File: config.mk
export PLATFORM = sky130hd
export DESIGN_NAME = trig_list_dma
export DESIGN_NICKNAME = d
export VERILOG_FILES = /design/src/rtl/tld_pkg.sv /design/src/rtl/tld_trig_capture.sv /design/src/rtl/tld_ctrl.sv /design/src/rtl/tld_datapath.sv /design/src/rtl/trig_list_dma.sv
export SDC_FILE = /design/constraint.sdc
export NUM_CORES = 1
export LEC_CHECK = 0
export CORE_ASPECT_RATIO = 0.8
export CORE_MARGIN = 1
export CORE_UTILIZATION = 31
export CTS_BUF_LIST = sky130_fd_sc_hd__clkbuf_4 sky130_fd_sc_hd__clkbuf_8
export DETAILED_ROUTE_END_ITERATION = 8
export SETUP_SLACK_MARGIN = 0.4
export SLEW_MARGIN = 20
export SYNTH_ARGS = -nofsm -noshare
export SYNTH_HDL_FRONTEND = slang
export SYNTH_HIERARCHICAL = 1
export SYNTH_SLANG_ARGS = --single-unit
File: constraint.sdc
create_clock -name clk -period 5 [get_ports clk]
set_clock_uncertainty 0.05 [all_clocks]
set_input_delay 0.5 -clock clk [delete_from_list [all_inputs] [get_ports clk]]
set_output_delay 0.5 -clock clk [all_outputs]
set_load 0.03 [all_outputs]
File: src/rtl/tld_pkg.sv
package tld_pkg;

  typedef enum logic [2:0] {
    ST_IDLE,
    ST_LOAD,
    ST_WAIT,
    ST_READ,
    ST_WRITE,
    ST_ACK
  } tldState_e;

  // strobes from control to datapath
  typedef struct packed {
    logic setHead;
    logic loadNode;
    logic stepBeat;
    logic followLink;
    logic busRd;
    logic busWr;
    logic busAck;
  } tldStrobe_t;

  // status from datapath to control
  typedef struct packed {
    logic lastBeat;
    logic lenZero;
    logic linkNull;
  } tldStatus_t;

endpackage

File: src/rtl/tld_trig_capture.sv
module tld_trig_capture #(
  parameter int TRIG_LINES = 16,
  localparam int SEL_W = $clog2(TRIG_LINES)
) (
  input  logic                  clk,
  input  logic                  rstN,
  input  logic [TRIG_LINES-1:0] trigLines,
  input  logic [SEL_W-1:0]      trigSel,
  input  logic                  armed,
  input  logic                  consume,
  output logic                  pending
);

  logic [TRIG_LINES-1:0] prevLines;
  logic                  riseSeen;

  assign riseSeen = trigLines[trigSel] & ~prevLines[trigSel];

  always_ff @(posedge clk) begin
    if (!rstN) begin
      prevLines <= '0;
      pending   <= 1'b0;
    end else begin
      prevLines <= trigLines;
      if (!armed) pending <= 1'b0;
      else        pending <= riseSeen | (pending & ~consume);
    end
  end

endmodule

File: src/rtl/tld_ctrl.sv
module tld_ctrl
  import tld_pkg::*;
(
  input  logic       clk,
  input  logic       rstN,
  input  logic       startReq,
  input  logic       abortReq,
  input  logic       pending,
  input  tldStatus_t status,
  output tldStrobe_t strobe,
  output logic       consume,
  output logic       armed,
  output logic       busy,
  output logic       chanDone
);

  tldState_e state, stateNxt;
  logic      abortPend;
  logic      abortHit;
  logic      doneSet;

  assign abortHit = abortReq | abortPend;
  assign busy     = (state != ST_IDLE);
  assign armed    = busy | startReq;

  always_comb begin
    stateNxt = state;
    strobe   = '0;
    consume  = 1'b0;
    doneSet  = 1'b0;
    unique case (state)
      ST_IDLE: begin
        if (startReq) begin
          strobe.setHead = 1'b1;
          stateNxt       = ST_LOAD;
        end
      end
      ST_LOAD: begin
        if (abortHit) stateNxt = ST_IDLE;
        else begin
          strobe.loadNode = 1'b1;
          stateNxt        = ST_WAIT;
        end
      end
      ST_WAIT: begin
        if (abortHit) stateNxt = ST_IDLE;
        else if (pending) begin
          consume  = 1'b1;
          stateNxt = status.lenZero ? ST_ACK : ST_READ;
        end
      end
      ST_READ: begin
        strobe.busRd = 1'b1;
        stateNxt     = ST_WRITE;
      end
      ST_WRITE: begin
        strobe.busWr    = 1'b1;
        strobe.stepBeat = 1'b1;
        if (abortHit)             stateNxt = ST_IDLE;
        else if (status.lastBeat) stateNxt = ST_ACK;
        else                      stateNxt = ST_READ;
      end
      ST_ACK: begin
        strobe.busAck = 1'b1;
        if (abortHit) stateNxt = ST_IDLE;
        else if (status.linkNull) begin
          doneSet  = 1'b1;
          stateNxt = ST_IDLE;
        end else begin
          strobe.followLink = 1'b1;
          stateNxt          = ST_LOAD;
        end
      end
      default: stateNxt = ST_IDLE;
    endcase
  end

  always_ff @(posedge clk) begin
    if (!rstN) begin
      state     <= ST_IDLE;
      abortPend <= 1'b0;
      chanDone  <= 1'b0;
    end else begin
      state    <= stateNxt;
      chanDone <= doneSet;
      if (state == ST_IDLE) abortPend <= 1'b0;
      else if (abortReq)    abortPend <= 1'b1;
    end
  end

endmodule

File: src/rtl/tld_datapath.sv
module tld_datapath
  import tld_pkg::*;
#(
  parameter int ADDR_W   = 16,
  parameter int DATA_W   = 32,
  parameter int LEN_W    = 8,
  parameter int NODE_CNT = 8,
  parameter int PRIO_W   = 2,
  localparam int IDX_W   = $clog2(NODE_CNT)
) (
  input  logic              clk,
  input  logic              rstN,
  input  tldStrobe_t        strobe,
  output tldStatus_t        status,
  input  logic [IDX_W-1:0]  headIdx,
  input  logic [PRIO_W-1:0] prioLevel,
  input  logic [ADDR_W-1:0] ackAddr,
  input  logic [DATA_W-1:0] ackMask,
  input  logic              descWe,
  input  logic [IDX_W-1:0]  descIdx,
  input  logic [ADDR_W-1:0] descSrc,
  input  logic [ADDR_W-1:0] descDst,
  input  logic [LEN_W-1:0]  descLen,
  input  logic [IDX_W-1:0]  descLink,
  output logic              busValid,
  output logic              busWrite,
  output logic [ADDR_W-1:0] busAddr,
  output logic [DATA_W-1:0] busWdata,
  input  logic [DATA_W-1:0] busRdata,
  output logic [PRIO_W-1:0] busPrio
);

  logic [ADDR_W-1:0] nodeSrc  [NODE_CNT];
  logic [ADDR_W-1:0] nodeDst  [NODE_CNT];
  logic [LEN_W-1:0]  nodeLen  [NODE_CNT];
  logic [IDX_W-1:0]  nodeLink [NODE_CNT];

  logic [IDX_W-1:0]  curIdx;
  logic [IDX_W-1:0]  nextIdx;
  logic [ADDR_W-1:0] srcPtr;
  logic [ADDR_W-1:0] dstPtr;
  logic [LEN_W-1:0]  remCnt;
  logic [PRIO_W-1:0] prioHeld;

  always_ff @(posedge clk) begin
    if (descWe) begin
      nodeSrc[descIdx]  <= descSrc;
      nodeDst[descIdx]  <= descDst;
      nodeLen[descIdx]  <= descLen;
      nodeLink[descIdx] <= descLink;
    end
  end

  always_ff @(posedge clk) begin
    if (!rstN) begin
      curIdx   <= '0;
      nextIdx  <= '0;
      srcPtr   <= '0;
      dstPtr   <= '0;
      remCnt   <= '0;
      prioHeld <= '0;
    end else begin
      if (strobe.setHead) begin
        curIdx   <= headIdx;
        prioHeld <= prioLevel;
      end
      if (strobe.loadNode) begin
        srcPtr  <= nodeSrc[curIdx];
        dstPtr  <= nodeDst[curIdx];
        remCnt  <= nodeLen[curIdx];
        nextIdx <= nodeLink[curIdx];
      end
      if (strobe.stepBeat) begin
        srcPtr <= srcPtr + 1'b1;
        dstPtr <= dstPtr + 1'b1;
        remCnt <= remCnt - 1'b1;
      end
      if (strobe.followLink) curIdx <= nextIdx;
    end
  end

  assign status.lastBeat = (remCnt == LEN_W'(1));
  assign status.lenZero  = (remCnt == '0);
  assign status.linkNull = (nextIdx == '0);

  assign busValid = strobe.busRd | strobe.busWr | strobe.busAck;
  assign busWrite = strobe.busWr | strobe.busAck;
  assign busAddr  = strobe.busAck ? ackAddr : (strobe.busWr ? dstPtr : srcPtr);
  assign busWdata = strobe.busAck ? ackMask : busRdata;
  assign busPrio  = prioHeld;

endmodule

File: src/rtl/trig_list_dma.sv
module trig_list_dma
  import tld_pkg::*;
#(
  parameter int ADDR_W     = 16,
  parameter int DATA_W     = 32,
  parameter int LEN_W      = 8,
  parameter int NODE_CNT   = 8,
  parameter int TRIG_LINES = 16,
  parameter int PRIO_W     = 2,
  localparam int IDX_W     = $clog2(NODE_CNT),
  localparam int SEL_W     = $clog2(TRIG_LINES)
) (
  input  logic                  clk,
  input  logic                  rstN,
  input  logic                  startReq,
  input  logic                  abortReq,
  input  logic [IDX_W-1:0]      headIdx,
  input  logic [PRIO_W-1:0]     prioLevel,
  input  logic [SEL_W-1:0]      trigSel,
  input  logic [TRIG_LINES-1:0] trigLines,
  input  logic [ADDR_W-1:0]     ackAddr,
  input  logic [DATA_W-1:0]     ackMask,
  input  logic                  descWe,
  input  logic [IDX_W-1:0]      descIdx,
  input  logic [ADDR_W-1:0]     descSrc,
  input  logic [ADDR_W-1:0]     descDst,
  input  logic [LEN_W-1:0]      descLen,
  input  logic [IDX_W-1:0]      descLink,
  output logic                  busValid,
  output logic                  busWrite,
  output logic [ADDR_W-1:0]     busAddr,
  output logic [DATA_W-1:0]     busWdata,
  input  logic [DATA_W-1:0]     busRdata,
  output logic [PRIO_W-1:0]     busPrio,
  output logic                  busy,
  output logic                  chanDone
);

  tldStrobe_t strobe;
  tldStatus_t status;
  logic       pending;
  logic       consume;
  logic       armed;

  tld_trig_capture #(.TRIG_LINES(TRIG_LINES)) u_trig (
    .clk(clk), .rstN(rstN), .trigLines(trigLines), .trigSel(trigSel),
    .armed(armed), .consume(consume), .pending(pending)
  );

  tld_ctrl u_ctrl (
    .clk(clk), .rstN(rstN), .startReq(startReq), .abortReq(abortReq),
    .pending(pending), .status(status), .strobe(strobe), .consume(consume),
    .armed(armed), .busy(busy), .chanDone(chanDone)
  );

  tld_datapath #(
    .ADDR_W(ADDR_W), .DATA_W(DATA_W), .LEN_W(LEN_W),
    .NODE_CNT(NODE_CNT), .PRIO_W(PRIO_W)
  ) u_dp (
    .clk(clk), .rstN(rstN), .strobe(strobe), .status(status),
    .headIdx(headIdx), .prioLevel(prioLevel), .ackAddr(ackAddr),
    .ackMask(ackMask), .descWe(descWe), .descIdx(descIdx),
    .descSrc(descSrc), .descDst(descDst), .descLen(descLen),
    .descLink(descLink), .busValid(busValid), .busWrite(busWrite),
    .busAddr(busAddr), .busWdata(busWdata), .busRdata(busRdata),
    .busPrio(busPrio)
  );

endmodule

==> run metrics, run 1 <==
status=completed; post-synth top area share=0.590; die footprint=57500 sq um; gp weighted congestion=0.839; sequential-to-total area share from yosys stat=0.673; number of global-route vias before repair=10800; Max Clock Freq=0.255 GHz; Simple-Gate Fraction of Synth Area=0.0699; Starting Density=0.316; worst path bufs/invs=2; total power=7.79 mW; Syn Nets=1237; layout cell share with drive strength beyond 1=0.201; clock transition at the registers of the reported paths=0.07 ns; Initial DRT Pass Iterations=5; multi-input logic area=5350 sq um; kind of cell adding the most delay to the critical path=buffers and inverters; ANT nets after route=0; most frequent cells in the layout=344 x edfxtp_1, 209 x clkdlybuf4s50_1, 74 x clkbuf_8; RR Endpoint=u_dp/srcPtr[13]; Least-Margin Pin Slew=0.958 ns; CTS Root Cell=clkbuf_8; Setup Fix Bufs, Post-CTS=0; hold_sp=trigLines[10]; Warnings, synthesis=6; Synth Area in Adders=0.00357; worst setup path class=reg -> out; number of instances in the placed design=1996; Post-synth ARST share=0; EDFF count, synth=344; Die Span X=268 microns; hold slack=0.437 ns; largest family of logic cells by synthesized area=multiplexers; CTS buffer count=67; Hold Vio Cnt, Final=0; period utilisation layout=0.785; max_cap viols=0; min Tclk post-route=3.93 ns; Synth Area per Inst=16.3 sq um; boundary pin count=210; Netlist cell types=77; startpoint types=flip-flop; Max clock buf depth=3; pwr dens=357 nW/um^2; Mapped Area=17500 sq um; Hold Path Depth=2; Routed WL per cell=21.7 microns; H-tree Lvls=3; largest cells by area after synthesis=edfxtp_1 59%, mux4_2 8.9%, dfxtp_1 8.3%, mux2i_1 3.5%, mux2_2 2.8%; Min-Delay Path Class=in -> reg; DRC=0; pins over their slew limit=0; antenna violations before repair=5; Crit Path Max Fanout=26; final wirelength=46000 microns; Final Net Count=1476; Setup crit end kind=output port; critical path's slowest cell=nor2_4; Worst Reg-to-Reg Cells=7; hold_buf cts=0; CP required=4.45 ns; Resize count post-CTS=0; xor and xnor area share after synthesis=0.00150; Port Buffers=209; Layout Utilization=0.393; aggregate global routing overflow=0; Non-Filler Instances=2117; site row count=77; RSZ-0062 raised after global routing=false; initial DRC count=867; Area growth syn-to-layout=24.6%; commonest non-fill, non-tap cell in the layout=edfxtp_1; Hold EP=u_trig/prevLines[10]; fill count=5159; ys flop type=edfxtp_1; Peak supply drop=0.192 mV; multiplexer area fraction after synthesis=0.165; Setup-failing EPs final=0; first-pass GRT wire length=67100 microns; setup_tns=0 ns; die height=215 microns; total number of vias=10800; Skew-Pair Late Insertion Delay=0.62 ns; Total GRT Usage=0.158; Slew HR=0.360; crit-path max cell delay=0.75 ns; reg2reg start=u_ctrl/state[2]; Storage cell area=11800 sq um; post-synth top area cell=edfxtp_1; DP HPWL=29300 microns; FF-to-FF setup slack=1.51 ns; WP data arrival=3.38 ns; critical path, cell by cell=nand2b_1, nor2_4, buf_4, mux2i_1, o21ai_0, clkdlybuf4s50_1; post-synthesis compound-gate area fraction=0.0614; largest net degree at the start of global routing=49; Syn Inst Count=1076; register bit total from synthesis=417; clock sink count=417; Core ar.=55500 sq um; via/cell ratio=5.08; Leak=6.96 nW; CTS tree=built; CP startpoint=u_ctrl/state[2]
worst max-delay path by stage:
stage	end	slack, ns	cells after the start
6_report	busAddr[10]	1.07	6
5_1_grt	busAddr[10]	0.86	6
3_5_place_dp	u_dp/srcPtr[13]	1.58	7
3_3_place_gp	u_dp/srcPtr[13]	1.70	7
2_1_floorplan	u_dp/nodeDst[0][0]	0.83	2
4_1_cts	busAddr[10]	1.01	6
per-stage QoR:
stage / setup WS, ns / cell area (sq um)
detailed placement: 1.58 / 20400
floorplan: 0.830 / 17500
global placement: 1.70 / 20400
finish: 1.07 / 21800
CTS: 1.01 / 21800
global route: 0.861 / 21800
logic make-up (layout without fill, tap and decap cells):
group	Yosys count	after routing
mux	182	182
buf+inv	82	371
simple gates	228	228
xor+xnor	3	3
compound gates	159	159
flops	417	417
other cells	0	2
fa+ha+maj	5	5
state kept, by name, summed over array words and instances, names as in the netlist, named ones only:
signal and cells:
u_ctrl/abortPend 1, u_dp/nodeLink 24, u_dp/curIdx 3, u_trig/pending 1, u_dp/nodeSrc 128, u_dp/nextIdx 3
u_dp/srcPtr 16, u_ctrl/state 3, u_dp/busPrio 2, u_dp/remCnt 8, u_ctrl/chanDone 1, u_trig/prevLines 16
u_dp/nodeDst 128, u_dp/dstPtr 16, u_dp/nodeLen 64
cell usage after synthesis, drive strengths merged (3+ instances only):
library cell  count
a211oi            5
a21oi            30
a221oi            3
a22oi            11
a31oi            14
and2             18
and3             11
and4              5
buf              36
clkbuf           28
dfxtp            73
edfxtp          344
ha                5
inv              15
mux2             43
mux2i            61
mux4             78
nand2            57
nand2b           12
nand3            15
nand4            11
nand4b            4
nor2             34
nor2b            11
nor3             10
nor3b             5
nor4             12
nor4b             3
o211ai            8
o21ai            37
o221ai            3
o22ai            10
o2bb2ai           4
o31a              3
o32ai             4
or2               3
or3               8
or4               7
where the power goes:
part           internal (mW)  switching (mW)
Sequential              3.90           0.109
Clock                   1.68            1.33
Combinational          0.389           0.389
Total                   5.96            1.83
final cells by class:
type                       instances  area share
antenna                            2    0.000229
clock buffer                     102      0.0563
clock inverter                    17     0.00654
inverter                          17     0.00292
multi-input combinational        577       0.245
sequential                       417       0.541
tap                              750      0.0430
timing repair buffer             235       0.105
metal layers:
layer,share of wire,GRT usage,vias to the layer above
met5,0.0010,0,-
met4,0.017,0.0427,6
met3,0.091,0.0470,65
met2,0.45,0.241,462
met1,0.44,0.217,5418
li1,-,-,4809
Note: power is estimated with default switching activity, not from simulation.
==> run 2: changes to the inputs <==
==> constraint.sdc (replaced) <==
create_clock -name clk -period 3.78 [get_ports clk]
set_clock_uncertainty 0.05 [all_clocks]
set_input_delay 0.378 -clock clk [delete_from_list [all_inputs] [get_ports clk]]
set_output_delay 0.378 -clock clk [all_outputs]
set_load 0.03 [all_outputs]
==> run metrics, run 2 (synthesis results as in run 1) <==
Port Buffers=209 (unchanged); Clk pwr share=0.380 (-0.006); most frequent cells in the layout=344 x edfxtp_1, 199 x clkdlybuf4s50_1, 70 x dfxtp_1; setup_tns=0 ns (unchanged); dpl ws=0.794 ns (-0.791 ns); largest net degree at the start of global routing=44 (-10%); Layout Utilization=0.396 (+0.00318); Skew-Pair Late Insertion Delay=0.63 ns (about the same); kind of cell adding the most delay to the critical path=buffers and inverters; Crit Path Max Fanout=8 (-69%); die height=215 microns (unchanged); number of global-route vias before repair=10900 (+1.0%); Top Registers=u_dp/nodeDst x128, u_dp/nodeSrc x128, u_dp/nodeLen x64; Comb pwr share=0.104 (+0.004); Setup-failing EPs final=0 (unchanged); Max Clock Freq=0.304 GHz; Hold Vio Cnt, Final=0 (unchanged); max_cap viols=0 (unchanged); critical path, cell by cell=nand2b_1, nor2_4, buf_4, buf_4, mux2i_1, o21ai_0, clkdlybuf4s50_1; Routed WL per cell=21.6 microns (-0.69%); initial DRC count=988 (+14%); DP HPWL=29800 microns (+1.5%); Max clock buf depth=3 (unchanged); Placed Area=20600 sq um (+0.84%); CP startpoint=u_ctrl/state[1]; gp weighted congestion=0.878 (+4.7%); sw frac=0.237 (+0.00264); final worst setup slack=0.490 ns (-0.585 ns); hold slack=0.306 ns (-0.131 ns); antenna violations before repair=2 (-3); Die Span X=268 microns (unchanged); pins over their slew limit=0 (unchanged); critical path's slowest cell=clkdlybuf4s50_1; number of instances in the placed design=2009 (+0.65%); Min-Delay Path Class=in -> reg; Int Power=7.81 mW (+31%); first-pass GRT wire length=67700 microns (+0.94%); Leak=7.13 nW (+2.4%); Peak supply drop=0.256 mV (+33%); clock sink count=417 (unchanged); total number of vias=10800 (+0.33%); worst setup path class=reg -> out; min Tclk post-route=3.29 ns; boundary pin count=210 (unchanged); crit-path max cell delay=0.60 ns (-0.15 ns); CTS tree=built; CTS Root Cell=clkbuf_8; H-tree Lvls=3 (unchanged); site row count=77 (unchanged); via/cell ratio=5.07 (-0.32%); total power=10.2 mW (+31%); status=completed; hold_buf cts=0 (unchanged); RSZ-0062 raised after global routing=true; aggregate global routing overflow=0 (unchanged); CP required=3.35 ns (-1.10 ns); Area growth syn-to-layout=25.6%; Sw Pwr=2.43 mW (+33%); Slew HR=0.299 (-0.0608); DRC=0 (unchanged); reg2reg start=u_ctrl/state[1]; Final Cell Area=22000 sq um (+0.81%); Starting Density=0.316 (unchanged); most used cell, CP=buf_4; commonest non-fill, non-tap cell in the layout=edfxtp_1; Non-Filler Instances=2131 (+0.66%); CTS buffer count=66 (-1.5%); WP data arrival=2.86 ns (-0.52 ns); final wirelength=46000 microns (about the same); period utilisation layout=0.870; Total GRT Usage=0.158 (+0.000635); layout cell share with drive strength beyond 1=0.212 (+0.0109); Final Net Count=1492 (+1.1%); Least-Margin Pin Slew=1.05 ns (+0.0935 ns); Core ar.=55500 sq um (unchanged); Flop pwr share=0.517 (+0.003); startpoint types=flip-flop; clock transition at the registers of the reported paths=0.06 ns (about the same); worst path bufs/invs=3 (+1); die footprint=57500 sq um (unchanged); Setup crit end kind=output port; hold_sp=trigLines[11]; pwr dens=465 nW/um^2 (+30%); Initial DRT Pass Iterations=5 (unchanged); ANT nets after route=0 (unchanged)
==> run 2: changes by cell type in the layout (fill, tap and decap cells not counted), moves of 3 or more <==
cell	delta
clkdlybuf4s50_1	-10
buf_4	+11
clkinv_2	+6
mux2i_2	+3
mux2i_1	-3
clkbuf_4	-6
clkbuf_8	-5
dlygate4sd2_1	+7
dlymetal6s2s_1	+3
buf_12	+5
==> run 2: final timing paths <==
kind / to / slack [ns] / cells past startpoint
worst min-delay path: u_trig/prevLines[11] / 0.31 / 2
worst min register to register: u_dp/busPrio[0] / 0.45 / 2
worst max-delay path: busAddr[2] / 0.49 / 7
worst max register to register: u_dp/srcPtr[13] / 1.15 / 7
==> run 2: layer usage <==
metal	part of all wire	wire, microns	GRT usage	vias up
li1	-	-	-	4846
met1	0.45	20700	0.220	5448
met2	0.45	20600	0.244	434
met3	0.085	3930	0.0418	66
met4	0.017	801	0.0440	2
met5	0.00037	17	0	-
==> run 2: layout make-up <==
class / instances / area (sq um)
repair buffers: 252 / 2490
inverters: 17 / 63.8
clock inverters: 26 / 218
multi-input cells: 577 / 5370
flip-flops and latches: 417 / 11800
fillers: 5145 / 33500
well taps: 750 / 938
diodes: 1 / 2.50
clock buffers: 91 / 1110
==> run 2: power groups by stage <==
stage	clock network (mW)	registers (mW)	logic, mW
6_report	3.89	5.29	1.06
2_1_floorplan	0	5.31	0.629
3_5_place_dp	0	5.38	1.07
4_1_cts	4.00	5.29	1.07
5_1_grt	4.21	5.31	1.14
3_3_place_gp	0	5.37	1.06
==> run 2: worst reg2reg max path, stage by stage (launching register included) <==
cell and delay [ns]:
dfxtp_1 0.38, nand2b_1 0.26, nor2_4 0.28, buf_6 0.32
inv_1 0.21, nor3_1 0.55, a41oi_1 0.19, o31a_1 0.32
==> run 2: what timing repair did <==
item                       CTS  global route
setup endpoints to repair   13             4
pin swaps                    1             0
buffers inserted             4             0
gates resized for setup     11             4
